<file path="src/rtl/bus_strobe_gen.sv">
module bus_strobe_gen #(
  parameter int ADDR_W = 24
) (
  input  logic              clk,
  input  logic              rst_n,
  input  logic              lane_mode,
  input  logic              req_valid,
  input  logic              req_write,
  input  logic              req_half,
  input  logic [ADDR_W-1:0] req_addr,
  output logic              cs_n,
  output logic              we_n,
  output logic              oe_n,
  output logic              lane_lo_n,
  output logic              lane_hi_n,
  output logic [ADDR_W-2:0] mem_addr,
  output logic              unsupported
);

  logic misaligned, byte_wr_refused, refuse, go;
  logic lo_on, hi_on;

  assign misaligned      = req_half & req_addr[0];
  assign byte_wr_refused = lane_mode & req_write & ~req_half;
  assign refuse          = misaligned | byte_wr_refused;
  assign go              = req_valid & ~refuse;
  assign lo_on           = req_half | ~req_addr[0];
  assign hi_on           = req_half |  req_addr[0];

  always_ff @(posedge clk or negedge rst_n) begin
    if (!rst_n) begin
      cs_n        <= 1'b1;
      we_n        <= 1'b1;
      oe_n        <= 1'b1;
      lane_lo_n   <= 1'b1;
      lane_hi_n   <= 1'b1;
      mem_addr    <= '0;
      unsupported <= 1'b0;
    end else begin
      cs_n        <= ~go;
      we_n        <= ~(go & req_write);
      oe_n        <= ~(go & ~req_write);
      unsupported <= req_valid & refuse;
      if (lane_mode) begin
        lane_lo_n <= go ? req_addr[0] : 1'b1;
        lane_hi_n <= 1'b1;
      end else begin
        lane_lo_n <= ~(go & lo_on);
        lane_hi_n <= ~(go & hi_on);
      end
      if (req_valid) mem_addr <= req_addr[ADDR_W-1:1];
    end
  end

  assert_idle_R1: assert property (@(posedge clk) disable iff (!rst_n)
    !req_valid |=> (cs_n && we_n && oe_n && lane_lo_n && lane_hi_n && !unsupported));

  assert_strobe_excl_R4: assert property (@(posedge clk) disable iff (!rst_n)
    !(!we_n && !oe_n));

  assert_strobe_needs_cs_R4: assert property (@(posedge clk) disable iff (!rst_n)
    (!we_n || !oe_n) |-> !cs_n);

  assert_lane_present_R2: assert property (@(posedge clk) disable iff (!rst_n)
    (!lane_mode && go) |=> (!lane_lo_n || !lane_hi_n));

  assert_hi_idle_bytewrite_R6: assert property (@(posedge clk) disable iff (!rst_n)
    lane_mode |=> lane_hi_n);

  assert_refused_quiet_R7: assert property (@(posedge clk) disable iff (!rst_n)
    unsupported |-> (cs_n && we_n && oe_n && lane_lo_n && lane_hi_n));

  assert_misaligned_flag_R8: assert property (@(posedge clk) disable iff (!rst_n)
    (req_valid && req_half && req_addr[0]) |=> unsupported);

  assert_addr_hold_R5: assert property (@(posedge clk) disable iff (!rst_n)
    !req_valid |=> $stable(mem_addr));

endmodule

</file>
<file path="config.mk">
export PLATFORM = sky130hd
export DESIGN_NAME = bus_strobe_gen
export DESIGN_NICKNAME = d
export VERILOG_FILES = /design/src/rtl/bus_strobe_gen.sv
export SDC_FILE = /design/constraint.sdc
export NUM_CORES = 1
export LEC_CHECK = 0
export ABC_CLOCK_PERIOD_IN_PS = 800
export BUFFER_PORTS_ARGS = -buffer_cell sky130_fd_sc_hd__buf_2
export CAP_MARGIN = 5
export CORE_ASPECT_RATIO = 0.7
export CORE_MARGIN = 5
export CORE_UTILIZATION = 30
export DETAILED_ROUTE_END_ITERATION = 16
export GPL_ROUTABILITY_DRIVEN = 0
export PLACE_DENSITY_LB_ADDON = 0.3
export SYNTH_ARGS = -nofsm -noshare
export SYNTH_HDL_FRONTEND = slang
export SYNTH_SLANG_ARGS = --single-unit
export TNS_END_PERCENT = 50
</file>
<file path="constraint.sdc">
create_clock -name clk -period 0.8 [get_ports clk]
set_input_delay 0.08 -clock clk [delete_from_list [all_inputs] [get_ports clk]]
set_output_delay 0.08 -clock clk [all_outputs]
set_load 0.02 [all_outputs]
</file>
==> flow_metrics.env, run 1 <==
export IMPL_grt_pass1_vias=840
export IMPL_drt_initial_drc_count=0
export IMPL_r2r_start="mem_addr[19]"
export IMPL_fill_cells=309
export IMPL_drive_gt1_frac=0.896
export IMPL_placed_area_sq_um=1510
export IMPL_synth_area_sq_um=1100
export IMPL_crit_slowest_cell="dfstp_2"
export IMPL_max_freq_mhz=1010
export IMPL_cp_slowest_stage_delay_ns=0.53
export IMPL_finalPower_mw=3.64
export IMPL_violations="negative setup slack"
export IMPL_period_needed_ns=0.992
export IMPL_slew_limit_headroom=0.891
export IMPL_grt_antenna_before_repair=0
export IMPL_avgViaCountPerCell=4.23
export IMPL_hp_class="in -> reg"
export IMPL_worst_slew_pin_slew_ns=0.163
export IMPL_clockRootBuffer="clkbuf_8"
export IMPL_layout_cells_non_filler=184
export IMPL_powerDensity_nw_per_um2=2030
export IMPL_crit_arrival_ns=0.91
export IMPL_synth_top_cell_by_area="dfrtp_1"
export IMPL_io_pins=59
export IMPL_peakVddDrop_uv=838
export IMPL_worstPathMaxFanout=1
export IMPL_avgSynthCellArea_sq_um=16.9
export IMPL_crit_start="oe_n"
export IMPL_busiest_layer="met2"
export IMPL_grtUsageMet1=0.112
export IMPL_drc=0
export IMPL_r2r_cells=1
export IMPL_synth_distinct_cells=13
export IMPL_multi_input_area_sq_um=339
export IMPL_path_clk_slew_ns=0.06
export IMPL_pre_cts_ws_ns=-0.0453
export IMPL_rsz0062_at_grt="true"
export IMPL_fp_coreArea_sq_um=3540
export IMPL_met3_usage=0.0697
export IMPL_dieWidth_microns=82.4
export IMPL_start_util=0.311
export IMPL_whs_ns=0.0371
export IMPL_cp_depth=1
export IMPL_status="finished with violations"
export IMPL_detail_route_antenna_nets=0
export IMPL_netlist_area_leader_share=0.545
export IMPL_path_class="reg -> out"
export IMPL_regToRegSetupSlack_ns=0.01
export IMPL_critical_path_cell_chain="buf_6"
export IMPL_dr_pass1_iters=1
export IMPL_slew_viol_final=0
export IMPL_grt_max_degree=30
export IMPL_crit_buf_inv=1
export IMPL_ys_ff_latch=29
export IMPL_min_period_over_period=1.24
export IMPL_ys_seq_area_frac=0.665
export IMPL_antennaDiodeCount=0
export IMPL_hold_viol_final=0
export IMPL_finalSetupViolations=29
export IMPL_cts_sinks=29
export IMPL_grt_overflow=0
export IMPL_endpoint="oe_n"
export IMPL_port_buffers=58
export IMPL_clock_skew_ns=0
export IMPL_vias=778
export IMPL_htreeDepth=2
export IMPL_synth_main_ff_cell="dfrtp_1"
export IMPL_row_count=18
export IMPL_fp_dieH_microns=60.7
export IMPL_cp_required_ns=0.72
export IMPL_setup_ws_ns=-0.192
export IMPL_yosysWarnings=0
export IMPL_synth_edf_count=0
export IMPL_grt_util_all_layers=0.109
export IMPL_cts_tree="yes"
export IMPL_syn_num_nets=95
export IMPL_r2r_end="mem_addr[19]"
export IMPL_post_cts_buffers=0
export IMPL_nNetsFinal=163
export IMPL_place_inst=174
export IMPL_cp_end_kind="primary output"
export IMPL_cap_violations=0
export IMPL_clockBufferDepth=2
export IMPL_clock_latency_ns=0.27
export IMPL_grt_use_met2=0.178
export IMPL_synth_area_leaders="dfrtp_1, mux2_2, dfstp_2"
export IMPL_area_delta_synth_final_pct=62.7
export IMPL_async_flop_share=1.00
export IMPL_seq_area_sq_um=761
export IMPL_worstSetupStartpointType="register"
export IMPL_die_area_sq_um=5000
export IMPL_synth_cells=65
export IMPL_grt_pass1_wl_mm=3.87
export IMPL_cts_buffers_inserted=5
export IMPL_power_leakage_nw=0.827
export IMPL_critPathTopFamily="flip-flops"
export IMPL_yosys_top_cells_count="dfrtp_1, mux2_2, dfstp_2"
export IMPL_drt_total_wl_mm=2.48
export IMPL_synth_most_common_cell="dfrtp_1"
export IMPL_postLayoutCellArea_sq_um=1790
export IMPL_wire_per_inst_microns=13.5
-- layer usage --
layer / share of wire / vias up
met5: 0 / -
met4: 0.0077 / 0
met3: 0.15 / 3
met2: 0.47 / 42
met1: 0.37 / 371
li1: - / 362
-- cells by family (layout without fill, tap and decap cells) --
logic type,Yosys count,in the layout,synth area share
buffers and inverters,4,73,0.0307
flip-flops,29,29,0.665
XOR/XNOR,1,1,0.00796
multiplexers,23,23,0.249
AO/OA/AOI/OAI,2,2,0.0148
AND/OR/NAND/NOR,6,6,0.0330
-- cell type report --
type                    instances  share of cell area
flip-flops and latches         29               0.425
well taps                      50              0.0349
inverters                       1             0.00209
clock inverters                 2             0.00559
clock buffers                   6              0.0405
repair buffers                 64               0.303
multi-input cells              32               0.189
-- worst min path at each step --
stage / startpoint / endpoint / slack, ns / cells past startpoint
4_1_cts: req_addr[6] / mem_addr[5] / 0.02 / 2
3_3_place_gp: rst_n / mem_addr[6] / 0.04 / 2
2_1_floorplan: rst_n / mem_addr[0] / -0.22 / 0
6_report: req_addr[6] / mem_addr[5] / 0.04 / 2
5_1_grt: req_addr[20] / mem_addr[19] / 0.02 / 2
3_5_place_dp: rst_n / mem_addr[7] / 0.05 / 2
-- what timing repair did --
item	CTS	global route
pin swaps	0	2
resized for setup	38	21
endpoints found under the hold margin	30	0
hold buffers	2	0
endpoints found under the setup margin	29	41
-- layout by cell type, fill, tap and decap left out --
master	instances
buf_2	30
buf_6	28
dfrtp_2	23
mux2_2	18
mux2_4	5
clkbuf_8	5
dfstp_2	5
nand3b_1	3
nand3_1	2
clkinv_2	2
buf_12	2
buf_4	2
nand2_1	1
inv_1	1
o2111ai_1	1
a21boi_1	1
xor2_1	1
clkbuf_1	1
dlygate4sd3_1	1
dlymetal6s4s_1	1
dfrtp_1	1
-- state kept, by name, indices dropped and copies added (netlist names) --
signal	flops
mem_addr	23
cs_n	1
lane_hi_n	1
lane_lo_n	1
oe_n	1
unsupported	1
we_n	1
-- where the power goes --
group          internal [mW]  total (mW)  leakage [nW]  switching, mW
clock                  0.600        1.11        0.0450          0.511
sequential              1.63        1.72         0.312         0.0891
combinational          0.456       0.805         0.470          0.350
-- metrics by stage --
stage                     setup TNS [ns]   util
final                              -2.99  0.507
after global routing               -4.21  0.507
after CTS                          -3.64  0.489
after detailed placement          -0.645  0.426
after global placement            -0.289  0.426
after floorplan                   -0.342      -
(Power assumes the default switching activity.)
==> run 2, diff against run 1 <==
Settings changed: CTS_CLUSTER_SIZE set to 16, PLACE_DENSITY_LB_ADDON 0.3 to unset.
==> run 2 against run 1 <==
Net effect: the run still ends with negative setup slack left; first-iteration DRC count increased by 5; worst setup slack got worse by 0.0062 ns; via count stayed put; routed wire length increased by 2.7%; cell area increased by 3.8%; critical path depth is the same; register-to-register slack got worse by 0.10 ns; count of clock-buffer cells in the layout down 1; non-clock buffer count increased by 2; clock power increased by 61%; utilization grew 1.9 points; global-route usage is 0.19 points higher; critical path type unchanged; highest routed layer unchanged.
==> flow_metrics.env, run 2 (synthesis gave the netlist of run 1 again) <==
export IMPL_status="finished with violations"
export IMPL_violations="negative setup slack"
export IMPL_detail_route_antenna_nets=0
export IMPL_hp_class="in -> reg"
export IMPL_fill_cells=323
export IMPL_cts_buffers_inserted=5
export IMPL_max_freq_mhz=1000
export IMPL_crit_buf_inv=1
export IMPL_seq_area_sq_um=761
export IMPL_p_int_mw=3.33
export IMPL_clockRootBuffer="clkbuf_8"
export IMPL_grt_overflow=0
export IMPL_path_clk_slew_ns=0.06
export IMPL_dieWidth_microns=82.4
export IMPL_clock_skew_ns=0
export IMPL_slew_limit_headroom=0.898
export IMPL_layout_cells_most_common="buf_2"
export IMPL_row_count=18
export IMPL_slew_viol_final=0
export IMPL_clock_latency_ns=0.27
export IMPL_rsz0062_at_grt="true"
export IMPL_p_sw_frac=0.230
export IMPL_hold_viol_final=0
export IMPL_clockBufferDepth=2
export IMPL_pre_cts_ws_ns=-0.0460
export IMPL_antennaDiodeCount=0
export IMPL_critPathTopFamily="flip-flops"
export IMPL_worstSetupStartpointType="register"
export IMPL_min_period_over_period=1.25
export IMPL_power_leakage_nw=0.852
export IMPL_regToRegSetupSlack_ns=-0.09
export IMPL_die_area_sq_um=5000
export IMPL_vias=778
export IMPL_path_class="reg -> out"
export IMPL_drt_initial_drc_count=5
export IMPL_cp_end_kind="primary output"
export IMPL_grt_antenna_before_repair=0
export IMPL_drive_gt1_frac=0.904
export IMPL_worst_slew_pin_slew_ns=0.152
export IMPL_crit_arrival_ns=0.92
export IMPL_grt_util_all_layers=0.111
export IMPL_whs_ns=0.0316
export IMPL_peakVddDrop_uv=1250
export IMPL_fp_coreArea_sq_um=3540
export IMPL_avgViaCountPerCell=4.18
export IMPL_port_buffers=58
export IMPL_io_pins=59
export IMPL_worstPathMaxFanout=1
export IMPL_finalSetupViolations=33
export IMPL_multi_input_area_sq_um=339
export IMPL_setup_ws_ns=-0.199
export IMPL_start_util=0.311
export IMPL_p_seq_frac=0.398
export IMPL_grt_pass1_vias=851
export IMPL_grt_max_degree=30
export IMPL_powerDensity_nw_per_um2=2330
export IMPL_largest_reg_flops=23
export IMPL_area_delta_synth_final_pct=68.9
export IMPL_period_needed_ns=0.999
export IMPL_cp_required_ns=0.72
export IMPL_grt_pass1_wl_mm=4.02
export IMPL_cp_slowest_stage_delay_ns=0.53
export IMPL_cts_tree="yes"
export IMPL_dr_pass1_iters=4
export IMPL_nNetsFinal=165
export IMPL_layout_common_cells="buf_2, buf_6, dfrtp_2, mux2_2"
export IMPL_cts_sinks=29
export IMPL_fp_dieH_microns=60.7
export IMPL_clock_power_share=0.413
export IMPL_pwr_share_comb=0.189
export IMPL_cap_violations=0
export IMPL_critical_path_cell_chain="buf_6"
export IMPL_crit_slowest_cell="dfstp_2"
export IMPL_drc=0
export IMPL_drt_total_wl_mm=2.54
export IMPL_wire_per_inst_microns=13.7
export IMPL_switchingPower_mw=0.997
export IMPL_htreeDepth=2
export IMPL_largest_register="mem_addr"
## run 2: final timing paths
| kind | to | cells after the start | from |
|---|---|---|---|
| max | we_n | 1 | we_n |
| min | oe_n | 2 | req_write |
| max reg2reg | mem_addr[7] | 2 | mem_addr[7] |
| min reg2reg | mem_addr[1] | 1 | mem_addr[1] |
| max in group asynchronous | oe_n | 3 | rst_n |
| min in group asynchronous | mem_addr[6] | 3 | rst_n |
## run 2: layout make-up
cell class,count,share of cell area
inverter,1,0.00202
clock inverter,3,0.0350
clock buffer,5,0.0370
multi-input combinational,32,0.182
tap,50,0.0336
sequential,29,0.409
timing repair buffer,66,0.301
## run 2: routing by layer
layer / vias up / global-route usage / wire [microns]
li1: 368 / - / -
met1: 367 / 0.124 / 1000
met2: 41 / 0.177 / 1200
met3: 2 / 0.0653 / 324
met4: 0 / 0.0427 / 15
met5: - / 0 / 0
## run 2: timing repair
item / 4_1_cts / 5_1_grt
setup buffers: 1 / 1
hold buffers: 2 / 0
resized for setup: 45 / 9
endpoints found under the hold margin: 30 / 0
setup endpoints to repair: 30 / 37
pin swaps: 0 / 0
## run 2: per-stage QoR
| stage | util | setup TNS [ns] | power, mW | cells | instance area [sq um] |
|---|---|---|---|---|---|
| 2_1_floorplan | - | -0.342 | 2.08 | 65 | 1130 |
| 3_3_place_gp | 0.430 | -0.293 | 2.35 | 174 | 1520 |
| 3_5_place_dp | 0.430 | -0.506 | 2.38 | 174 | 1520 |
| 4_1_cts | 0.516 | -3.75 | 4.34 | 185 | 1820 |
| 5_1_grt | 0.526 | -4.37 | 4.50 | 186 | 1860 |
| 6_report | 0.526 | -3.40 | 4.33 | 186 | 1860 |
## run 2: power by group through the flow
stage | clock network [mW] | registers [mW] | logic, mW
6_report | 1.79 | 1.72 | 0.819
5_1_grt | 1.88 | 1.74 | 0.877
4_1_cts | 1.83 | 1.72 | 0.799
3_5_place_dp | 0 | 1.72 | 0.662
3_3_place_gp | 0 | 1.71 | 0.644
2_1_floorplan | 0 | 1.89 | 0.186
==> run 3, diff against run 2 <==
Settings changed: CORE_ASPECT_RATIO 0.7 to unset.
==> run 3 against run 2 <==
Net effect: count of clock-buffer cells in the layout increased by 1; global-route usage decreased by 0.41 points; combinational power fell by 3.7%; first-iteration DRC count increased to 3.0 times the previous value; largest cell class unchanged; the run still ends with negative setup slack left; worst setup slack better by 0.0026 ns.
==> flow_metrics.env, run 3 (synthesis gave the netlist of run 1 again) <==
export IMPL_status="finished with violations"
export IMPL_violations="negative setup slack"
export IMPL_nNetsFinal=163
export IMPL_crit_arrival_ns=0.92
export IMPL_hpwl_mm=1.83
export IMPL_placed_area_sq_um=1500
export IMPL_grt_pass1_vias=871
export IMPL_crit_buf_inv=1
export IMPL_slew_limit_headroom=0.890
export IMPL_critPathTopFamily="flip-flops"
export IMPL_grt_antenna_before_repair=0
export IMPL_crit_slowest_cell="dfstp_2"
export IMPL_max_freq_mhz=1000
export IMPL_slew_viol_final=0
export IMPL_postLayoutCellArea_sq_um=1770
export IMPL_power_leakage_nw=0.811
export IMPL_clock_skew_ns=0
export IMPL_fill_cells=334
export IMPL_place_inst=171
export IMPL_clock_latency_ns=0.27
export IMPL_switchingPower_mw=0.946
export IMPL_peakVddDrop_uv=1030
export IMPL_detail_route_antenna_nets=0
export IMPL_p_seq_frac=0.475
export IMPL_worstSetupStartpointType="register"
export IMPL_fp_coreArea_sq_um=3610
export IMPL_antennaDiodeCount=0
export IMPL_whs_ns=0.0326
export IMPL_path_clk_slew_ns=0.06
export IMPL_largest_register="mem_addr"
export IMPL_port_buffers=58
export IMPL_dr_pass1_iters=2
export IMPL_min_period_over_period=1.24
export IMPL_htreeDepth=2
export IMPL_layout_common_cells="buf_2, buf_6, dfrtp_2, mux2_2"
export IMPL_setup_ws_ns=-0.196
export IMPL_clock_power_share=0.307
export IMPL_tns_ns=-3.21
export IMPL_cp_slowest_stage_delay_ns=0.53
export IMPL_area_delta_synth_final_pct=60.6
export IMPL_finalSetupViolations=30
export IMPL_io_pins=59
export IMPL_wire_per_inst_microns=13.6
export IMPL_hold_viol_final=0
export IMPL_grt_max_degree=30
export IMPL_rsz0062_at_grt="true"
export IMPL_largest_reg_flops=23
export IMPL_cap_violations=0
export IMPL_cts_sinks=29
export IMPL_cp_required_ns=0.72
export IMPL_drive_gt1_frac=0.896
export IMPL_fp_dieH_microns=70.6
export IMPL_drc=0
export IMPL_pwr_share_comb=0.218
export IMPL_path_class="reg -> out"
export IMPL_grt_util_all_layers=0.107
export IMPL_vias=785
export IMPL_worstPathMaxFanout=1
export IMPL_dieWidth_microns=70.6
export IMPL_p_sw_frac=0.261
export IMPL_cts_tree="yes"
export IMPL_powerDensity_nw_per_um2=2050
export IMPL_grt_pass1_wl_mm=4.08
export IMPL_layout_cells_non_filler=182
export IMPL_drt_total_wl_mm=2.47
export IMPL_cts_buffers_inserted=5
export IMPL_period_needed_ns=0.996
export IMPL_row_count=22
export IMPL_avgViaCountPerCell=4.31
export IMPL_p_int_mw=2.67
export IMPL_clockBufferDepth=2
export IMPL_hp_class="in -> reg"
export IMPL_grt_overflow=0
export IMPL_die_area_sq_um=4980
export IMPL_cp_end_kind="primary output"
export IMPL_worst_slew_pin_slew_ns=0.166
export IMPL_pre_cts_ws_ns=-0.0607
export IMPL_layout_cells_most_common="buf_2"
export IMPL_drt_initial_drc_count=15
export IMPL_clockRootBuffer="clkbuf_8"
export IMPL_start_util=0.305
export IMPL_critical_path_cell_chain="buf_6"
[run 3: cell count changes in the layout (fill, tap and decap cells not counted), sizes merged]
cell	before	now
clkinv	1	2
clkbuf	5	6
bufinv	2	0
buf	64	62
[run 3: routing by layer]
metal	wire [microns]	part of all wire	global-route usage	vias to the layer above
met5	0	0	0	-
met4	60	0.024	0.0626	0
met3	270	0.11	0.0526	6
met2	1220	0.49	0.166	38
met1	919	0.37	0.120	381
li1	-	-	-	360
[run 3: final cells by class]
cell class                 instances  area [sq um]  share of cell area
sequential                        29           761               0.430
timing repair buffer              64           522               0.295
multi-input combinational         32           339               0.192
clock buffer                       6          72.6              0.0410
tap                               48          60.1              0.0340
clock inverter                     2          10.0             0.00566
inverter                           1          3.75             0.00212
[run 3: path summary, 6_finish.rpt]
kind                       cells after the start            to         start  slack (ns)
max                                            1          we_n          we_n       -0.20
min                                            2  mem_addr[17]  req_addr[18]        0.03
max reg2reg                                    2  mem_addr[18]  mem_addr[18]       -0.10
min reg2reg                                    1  mem_addr[10]  mem_addr[10]        0.51
max in group asynchronous                      3          oe_n         rst_n        0.28
min in group asynchronous                      3   mem_addr[7]         rst_n        0.29
[run 3: repair_timing]
action	CTS	global route
hold buffers	2	0
setup buffers	0	1
hold endpoints to repair	30	0
endpoints found under the setup margin	29	37
cloned	0	0
pin swaps	0	0
gates resized for setup	32	19
[run 3: stage by stage]
| stage | total power, mW | utilization |
|---|---|---|
| floorplan | 2.08 | - |
| global placement | 2.34 | 0.415 |
| detailed placement | 2.36 | 0.415 |
| CTS | 3.63 | 0.472 |
| global route | 3.80 | 0.490 |
| finish | 3.62 | 0.490 |
[run 3: power groups by stage]
stage | clock network (mW) | logic (mW) | registers (mW)
6_report | 1.11 | 0.789 | 1.72
5_1_grt | 1.23 | 0.839 | 1.74
4_1_cts | 1.18 | 0.737 | 1.71
3_5_place_dp | 0 | 0.648 | 1.72
3_3_place_gp | 0 | 0.634 | 1.71
2_1_floorplan | 0 | 0.186 | 1.89
